### config.mk
export PLATFORM = sky130hd
export DESIGN_NAME = serial_ctrl_port
export DESIGN_NICKNAME = d
export VERILOG_FILES = /design/src/rtl/shp_pkg.sv /design/src/rtl/shp_sync.sv /design/src/rtl/shp_cmd.sv /design/src/rtl/shp_shreg.sv /design/src/rtl/shp_ctrl.sv /design/src/rtl/serial_ctrl_port.sv
export SDC_FILE = /design/constraint.sdc
export NUM_CORES = 1
export LEC_CHECK = 0
export CAP_MARGIN = 20
export CORE_MARGIN = 4
export CORE_UTILIZATION = 50
export CTS_CLUSTER_DIAMETER = 30
export DETAILED_ROUTE_END_ITERATION = 16
export DONT_BUFFER_PORTS = 1
export PLACE_DENSITY = 0.62
export SETUP_SLACK_MARGIN = 0.1
export SLEW_MARGIN = 0
export SYNTH_ARGS = -nofsm -noshare
export SYNTH_HDL_FRONTEND = slang
export SYNTH_SLANG_ARGS = --single-unit
### constraint.sdc
create_clock -name clk_i -period 4.65 [get_ports clk_i]
set_clock_uncertainty 0.05 [all_clocks]
set_input_delay 0.465 -clock clk_i [delete_from_list [all_inputs] [get_ports clk_i]]
set_output_delay 0.465 -clock clk_i [all_outputs]
set_load 0.005 [all_outputs]
### src/rtl/shp_pkg.sv
package shp_pkg;
  typedef enum logic [1:0] {
    CMD_SHIFT  = 2'b00,
    CMD_READ   = 2'b01,
    CMD_COMMIT = 2'b10,
    CMD_STATUS = 2'b11
  } cmd_e;
endpackage

### src/rtl/shp_sync.sv
module shp_sync #(
  parameter int           W       = 1,
  parameter logic [W-1:0] RST_VAL = '0
) (
  input  logic         clk_i,
  input  logic         rst_ni,
  input  logic [W-1:0] d_i,
  output logic [W-1:0] q_o
);
  logic [W-1:0] meta_q, sync_q;

  always_ff @(posedge clk_i or negedge rst_ni) begin
    if (!rst_ni) begin
      meta_q <= RST_VAL;
      sync_q <= RST_VAL;
    end else begin
      meta_q <= d_i;
      sync_q <= meta_q;
    end
  end

  assign q_o = sync_q;
endmodule

### src/rtl/shp_cmd.sv
module shp_cmd
  import shp_pkg::*;
(
  input  logic clk_i,
  input  logic rst_ni,
  input  logic cs_n_s_i,
  input  logic a0_s_i,
  input  logic rw_s_i,
  output logic shift_stb_o,
  output logic read_stb_o,
  output logic commit_stb_o,
  output logic status_stb_o,
  output logic status_mode_o,
  output logic oe_o
);
  logic cs_q, active_q, mode_q;
  cmd_e cmd_q;
  logic fall, rise, done;

  assign fall = cs_q & ~cs_n_s_i;
  assign rise = ~cs_q & cs_n_s_i;
  assign done = rise & active_q;

  always_ff @(posedge clk_i or negedge rst_ni) begin
    if (!rst_ni) begin
      cs_q     <= 1'b1;
      active_q <= 1'b0;
      cmd_q    <= CMD_SHIFT;
      mode_q   <= 1'b0;
    end else begin
      cs_q <= cs_n_s_i;
      if (fall) begin
        cmd_q    <= cmd_e'({a0_s_i, rw_s_i});
        active_q <= 1'b1;
        mode_q   <= 1'b0;
      end else if (done) begin
        active_q <= 1'b0;
        if (cmd_q == CMD_STATUS) mode_q <= 1'b1;
      end
    end
  end

  assign shift_stb_o   = done & (cmd_q == CMD_SHIFT);
  assign read_stb_o    = done & (cmd_q == CMD_READ);
  assign commit_stb_o  = done & (cmd_q == CMD_COMMIT);
  assign status_stb_o  = done & (cmd_q == CMD_STATUS);
  assign status_mode_o = mode_q;
  // drive only while strobe low in the synchronized view
  assign oe_o          = active_q & (cmd_q == CMD_READ) & ~cs_n_s_i;
endmodule

### src/rtl/shp_shreg.sv
module shp_shreg #(
  parameter int SR_W   = 59,
  parameter int CTRL_W = 47,
  localparam int STAT_W = SR_W - CTRL_W
) (
  input  logic              clk_i,
  input  logic              rst_ni,
  input  logic              shift_stb_i,
  input  logic              read_stb_i,
  input  logic              status_mode_i,
  input  logic              sd_i,
  input  logic [STAT_W-1:0] status_i,
  output logic [SR_W-1:0]   sr_o
);
  logic [SR_W-1:0] sr_q;

  always_ff @(posedge clk_i or negedge rst_ni) begin
    if (!rst_ni) begin
      sr_q <= '0;
    end else if (shift_stb_i) begin
      sr_q <= {sr_q[SR_W-2:0], sd_i};
    end else if (read_stb_i) begin
      sr_q <= {sr_q[SR_W-2:0], sr_q[SR_W-1]};
    end else if (status_mode_i) begin
      sr_q[SR_W-1:CTRL_W] <= status_i;
    end
  end

  assign sr_o = sr_q;
endmodule

### src/rtl/shp_ctrl.sv
module shp_ctrl #(
  parameter int              CTRL_W   = 47,
  parameter int              AGC_BIT  = 25,
  parameter logic [CTRL_W-1:0] CTRL_RST = '0
) (
  input  logic              clk_i,
  input  logic              rst_ni,
  input  logic              commit_stb_i,
  input  logic [CTRL_W-1:0] word_i,
  input  logic              agc_done_i,
  output logic [CTRL_W-1:0] ctrl_o
);
  logic [CTRL_W-1:0] ctrl_q;

  always_ff @(posedge clk_i or negedge rst_ni) begin
    if (!rst_ni) begin
      ctrl_q <= CTRL_RST;
    end else if (commit_stb_i) begin
      ctrl_q <= word_i;
    end else if (agc_done_i) begin
      ctrl_q[AGC_BIT] <= 1'b0;
    end
  end

  assign ctrl_o = ctrl_q;
endmodule

### src/rtl/serial_ctrl_port.sv
module serial_ctrl_port #(
  parameter int                SR_W     = 59,
  parameter int                CTRL_W   = 47,
  parameter int                AGC_BIT  = 25,
  parameter logic [CTRL_W-1:0] CTRL_RST = 47'h0000_4000_0001,
  localparam int               STAT_W   = SR_W - CTRL_W
) (
  input  logic              clk_i,
  input  logic              rst_ni,
  input  logic              cs_ni,
  input  logic              a0_i,
  input  logic              rw_i,
  input  logic              sd_i,
  input  logic [STAT_W-1:0] status_i,
  input  logic              agc_done_i,
  output logic              sd_o,
  output logic              sd_oe_o,
  output logic [CTRL_W-1:0] ctrl_o
);
  logic [3:0]      pins_s;
  logic            cs_s, a0_s, rw_s, sd_s;
  logic            shift_stb, read_stb, commit_stb, status_stb, status_mode, oe;
  logic [SR_W-1:0] sr;

  shp_sync #(.W(4), .RST_VAL(4'b1000)) u_sync (
    .clk_i (clk_i),
    .rst_ni(rst_ni),
    .d_i   ({cs_ni, a0_i, rw_i, sd_i}),
    .q_o   (pins_s)
  );
  assign {cs_s, a0_s, rw_s, sd_s} = pins_s;

  shp_cmd u_cmd (
    .clk_i        (clk_i),
    .rst_ni       (rst_ni),
    .cs_n_s_i     (cs_s),
    .a0_s_i       (a0_s),
    .rw_s_i       (rw_s),
    .shift_stb_o  (shift_stb),
    .read_stb_o   (read_stb),
    .commit_stb_o (commit_stb),
    .status_stb_o (status_stb),
    .status_mode_o(status_mode),
    .oe_o         (oe)
  );

  shp_shreg #(.SR_W(SR_W), .CTRL_W(CTRL_W)) u_shreg (
    .clk_i        (clk_i),
    .rst_ni       (rst_ni),
    .shift_stb_i  (shift_stb),
    .read_stb_i   (read_stb),
    .status_mode_i(status_mode),
    .sd_i         (sd_s),
    .status_i     (status_i),
    .sr_o         (sr)
  );

  shp_ctrl #(.CTRL_W(CTRL_W), .AGC_BIT(AGC_BIT), .CTRL_RST(CTRL_RST)) u_ctrl (
    .clk_i       (clk_i),
    .rst_ni      (rst_ni),
    .commit_stb_i(commit_stb),
    .word_i      (sr[CTRL_W-1:0]),
    .agc_done_i  (agc_done_i),
    .ctrl_o      (ctrl_o)
  );

  assign sd_oe_o = oe;
  assign sd_o    = oe ? sr[SR_W-1] : 1'b0;
endmodule

==> results.yml, run 1 <==
logic_synthesis:
  synth_edf_count: 0
  ys_types: 24
  netlist_area_um2: 4630
  async_reset_ff_frac: 1.00
  synth_cells: 280
  yosysWarningCount: 0
  avgSynthCellArea_um2: 16.5
  ys_ff_latch: 119
  synth-main-ff-cell: "dfrtp_1"
  ys_seq_area_frac: 0.644
  synth_nets: 299
detailed_routing:
  post_drt_wl_per_cell_um: 17.2
  avgViaCountPerCell: 5.33
  num_vias: 2194
  drtIter0Drc: 70
  post-route-drc-count: 0
  drtAntennaViolNets: 0
  dr.pass1.iters: 4
  totalWireLength_um: 7100
layout:
  stdcell_area_um2: 5310
  drive_gt1_frac: 0.431
  final_cell_mix: "dfrtp_1, mux2_2, mux2_4, clkbuf_16, mux2i_1"
  utilization: 0.601
  n_antenna_cell: 0
  nets: 310
  area_growth_pct: 14.7
  final_common_cell: "dfrtp_1"
power:
  p_per_area_nw_per_um2: 503
  p_leak_uw: 0.00255
  power_uw: 2670
  peakVddDrop_mv: 0.226
clock_tree:
  path_clk_slew_ps: 60
  clkSinkCount: 119
  clk_latency_ps: 500
  ctsResizeCount: 0
  cts_buffers: 17
  cts_tree: "done"
  holdBufCountCts: 6
  cts_root_buf: "clkbuf_8"
  htreeDepth: 4
  clk_path_buf_depth: 2
  cts_setup_buffers: 0
sta:
  fin_crit_sh: 0.459
  grt_setup_unrepaired: "false"
  whs_ps: 115
  slew-limit-headroom: 0.348
  drv_slew: 0
  finalHoldViolations: 0
  setup_violations: 0
  period_needed_ps: 2130
  max_freq_mhz: 469
  tightest_slew_ps: 978
  finalSetupTns_ps: 0
global_routing:
  use_met1: 0.185
  grt.met2_usage: 0.203
  grt_usage: 0.144
  grtUsageMet3: 0.0639
  antenna_found_initial: 0
  grt_pass1_vias: 2380
  gr-total-overflow: 0
  grt-busiest-layer: "met2"
  grt_first_pass_wirelength_um: 12300
  grt_max_degree: 120
place:
  dpl_cell_area_um2: 4650
  dp_hpwl_um: 4110
  portBuffers: 0
  place.gp.congestion: 0.728
critical_path:
  path_max_fanout: 47
  cp.arrival_ps: 2460
  start_kind: "flip-flop"
  crit_path_end_kind: "flip-flop"
  worstPathRequired_ps: 4980
  path_class: "flip-flop to flip-flop"
floorplan:
  dieWidth_um: 104
  die_y_um: 104
  placeableCoreArea_um2: 8850
  initial_core_util: 0.524
  num_rows: 34
  dieArea_um2: 10900
  io_pins: 68
job:
  cap_violations: 0
hold_path:
  hp-class: "input pin to flip-flop"
run_status:
  status: "finished, final reports clean"
[metal layers]
layer  part of all wire  up-vias
met2               0.45       56
met4              0.025        0
met3              0.070       16
li1                   -     1004
met5                  0        -
met1               0.45     1118
[cells by family (layout without fill, tap and decap cells)]
kind of cell    Yosys count  in the layout  share of synthesized area
simple gates             20             20                     0.0232
buf+inv                  17             41                     0.0316
compound gates           15             15                     0.0181
mux                     108            108                      0.281
flops                   119            119                      0.644
fa+ha+maj                 1              1                    0.00216
[report_power, final]
part           internal, uW  switching, uW
clock                   828            443
sequential             1150           87.2
combinational          96.3           73.1
[layout make-up]
class                      instances  area, um^2
clock buffer                      20         435
clock inverter                    12         154
fill                             694        3530
inverter                           2        7.51
multi-input combinational        144        1510
sequential                       119        2980
tap                              108         135
timing repair buffer               7        85.1
[worst max-delay path, cell delays in order (launching register included)]
cell and delay [ps]:
dfstp_2 590, nand3b_1 130, nor3b_4 180, buf_4 640, mux2_2 410
[worst paths after layout]
check,from,end,slack (ps),depth (start not counted)
worst max-delay path,u_sync.q_o[3],u_ctrl.ctrl_o[6],2520,4
worst min-delay path,status_i[2],u_shreg.sr_o[49],110,2
worst max register to register,u_sync.q_o[3],u_ctrl.ctrl_o[6],2520,4
worst min register to register,u_sync.meta_q[0],u_sync.q_o[0],300,0
max in group asynchronous,rst_ni,u_shreg.sr_o[35],3560,2
min in group asynchronous,rst_ni,u_shreg.sr_o[53],500,2
[per-stage QoR]
step	std cells	setup slack [ps]
4_1_cts	412	2480
3_5_place_dp	374	2510
6_report	412	2520
3_3_place_gp	374	2550
5_1_grt	412	2390
2_1_floorplan	280	2990
[registers in the layout (all words and copies together) (netlist names)]
name and count:
u_ctrl.ctrl_o 47, u_shreg.sr_o 59, u_cmd.status_mode_o 1, u_sync.meta_q 4, u_cmd.active_q 1, u_cmd.cs_q 1, u_sync.q_o 4, u_cmd.cmd_q 2
[Yosys cell counts (2+ instances only)]
| master | count | share of area |
|---|---|---|
| o21ai_0 | 12 | 0.013 |
| mux2_2 | 65 | 0.16 |
| nor2_1 | 2 | 0.0016 |
| mux2_1 | 3 | 0.0073 |
| mux2i_1 | 13 | 0.028 |
| mux2_4 | 27 | 0.087 |
| inv_1 | 2 | 0.0016 |
| buf_4 | 5 | 0.0081 |
| dfstp_2 | 5 | 0.028 |
| buf_12 | 3 | 0.013 |
| dfrtp_1 | 114 | 0.62 |
| nand2_1 | 12 | 0.0097 |
| buf_2 | 6 | 0.0065 |
(Power assumes the default switching activity.)
==> inputs of run 2 (changes only) <==
==> constraint.sdc (replaced) <==
create_clock -name clk_i -period 2.1 [get_ports clk_i]
set_clock_uncertainty 0.05 [all_clocks]
set_input_delay 0.21 -clock clk_i [delete_from_list [all_inputs] [get_ports clk_i]]
set_output_delay 0.21 -clock clk_i [all_outputs]
set_load 0.005 [all_outputs]
==> run 2 against run 1 <==
Effect of this change: the run now ends with negative hold slack left; clock-buffer cell count decreased by 2; cell count increased by 3.4%; flip-flop and latch count unchanged; worst setup slack got worse by 2300 ps; utilization increased by 1.9 points; non-clock buffer count increased by 14; total power increased by 120%; die area unchanged; critical path depth decreased by 2; critical path type is now flip-flop to primary output; largest cell class unchanged; highest routed layer unchanged.
==> results.yml, run 2 (synthesis results as in run 1) <==
run_status:
  status: "complete, but fails checks"
  violations: "negative hold slack"
sta:
  finalHoldViolations: 119
  slew-limit-headroom: 0.534
  setup_violations: 0
  finalSetupTns_ps: 0
  tightest_slew_ps: 699
  grt_setup_unrepaired: "false"
  fin_crit_sh: 0.900
  period_needed_ps: 1890
  max_freq_mhz: 529
  whs_ps: -659
  drv_slew: 0
global_routing:
  gr-total-overflow: 0
  grt_usage: 0.149
  antenna_found_initial: 0
  grt_first_pass_wirelength_um: 12800
  grt_pass1_vias: 2471
  grt_max_degree: 120
clock_tree:
  clk_latency_ps: 510
  path_clk_slew_ps: 60
  clkSinkCount: 119
  cts_root_buf: "clkbuf_8"
  cts_setup_buffers: 0
  ctsResizeCount: 0
  cts_tree: "done"
  cts_buffers: 17
  holdBufCountCts: 17
  clk_path_buf_depth: 2
  htreeDepth: 4
detailed_routing:
  post_drt_wl_per_cell_um: 16.9
  avgViaCountPerCell: 5.32
  drtIter0Drc: 89
  num_vias: 2267
  totalWireLength_um: 7210
  dr.pass1.iters: 4
  post-route-drc-count: 0
  drtAntennaViolNets: 0
layout:
  fillCellCount: 677
  drive_gt1_frac: 0.425
  final_common_cell: "dfrtp_1"
  area_growth_pct: 18.3
  largest_reg_flops: 59
  final_cell_mix: "dfrtp_1, mux2_2, mux2_4, dlygate4sd3_1, clkbuf_16"
  regArea_um2: 2980
  n_antenna_cell: 0
  nets: 324
  multi_input_area_um2: 1510
place:
  portBuffers: 0
  dp_hpwl_um: 4240
  place.gp.congestion: 0.686
job:
  cap_violations: 0
power:
  p_clk_frac: 0.484
  switching_share: 0.227
  p_leak_uw: 0.00261
  p_int_uw: 4610
  peakVddDrop_mv: 0.650
  p_sw_uw: 1360
  comb_power_share: 0.059
  p_per_area_nw_per_um2: 1090
  sequentialPowerShare: 0.457
critical_path:
  path_max_fanout: 5
  start_kind: "flip-flop"
  crit_path_end_kind: "primary output"
  cp.arrival_ps: 1630
  worstPathRequired_ps: 1840
  path_class: "flip-flop to primary output"
floorplan:
  dieWidth_um: 104
  dieArea_um2: 10900
  placeableCoreArea_um2: 8850
  initial_core_util: 0.524
  die_y_um: 104
  io_pins: 68
  num_rows: 34
hold_path:
  hp-class: "input pin to async pin"
run 2: changes by cell type in the layout (fill, tap and decap cells not counted), sizes merged:
| cell | previous run | this run |
|---|---|---|
| dlygate4sd3 | 5 | 17 |
| buf | 2 | 4 |
| clkbuf | 20 | 18 |
| clkinvlp | 3 | 4 |
| inv | 2 | 5 |
| clkinv | 6 | 4 |
run 2: worst max-delay path, stage by stage (launching register included):
cell      delay (ps)
dfrtp_1          470
nor4bb_1         430
and2_1           220
run 2: worst paths after layout:
path | start | endpoint | slack (ps) | cells past startpoint
setup / recovery | u_cmd.cmd_q[0] | sd_o | 210 | 2
hold / removal | rst_ni | u_shreg.sr_o[53] | -660 | 0
setup reg to reg | u_sync.q_o[3] | u_ctrl.ctrl_o[2] | 290 | 4
hold reg to reg | u_sync.meta_q[2] | u_sync.q_o[2] | 300 | 0
max in group asynchronous | rst_ni | u_ctrl.ctrl_o[0] | 2350 | 0
min in group clk_i | cs_ni | u_sync.meta_q[3] | 190 | 1
run 2: routing by layer:
metal,track usage,up-vias,share of wire
met1,0.190,1162,0.45
met4,0.0760,0,0.020
li1,-,1037,-
met5,0,-,0
met2,0.220,55,0.46
met3,0.0590,13,0.062
run 2: final cells by class:
class	count	share of cell area
inverters	2	0.00137
flip-flops and latches	119	0.545
clock buffers	18	0.0781
clock inverters	14	0.0317
repair buffers	21	0.0434
well taps	108	0.0247
multi-input cells	144	0.276
run 2: metrics by stage:
stage	worst slack, ps	std cells	total power [uW]	utilization	area (um^2)
floorplan	444	280	3010	-	4630
global placement	333	377	3090	0.532	4710
detailed placement	289	377	3110	0.532	4710
CTS	170	426	6080	0.619	5480
global route	141	426	6270	0.619	5480
finish	211	426	5970	0.619	5480
run 2: power groups by stage:
stage / sequential [uW] / clock [uW] / combinational [uW]
after global routing: 2760 / 3110 / 401
after detailed placement: 2770 / 0 / 335
final: 2730 / 2890 / 355
after CTS: 2730 / 2980 / 361
after global placement: 2770 / 0 / 321
after floorplan: 2680 / 0 / 330
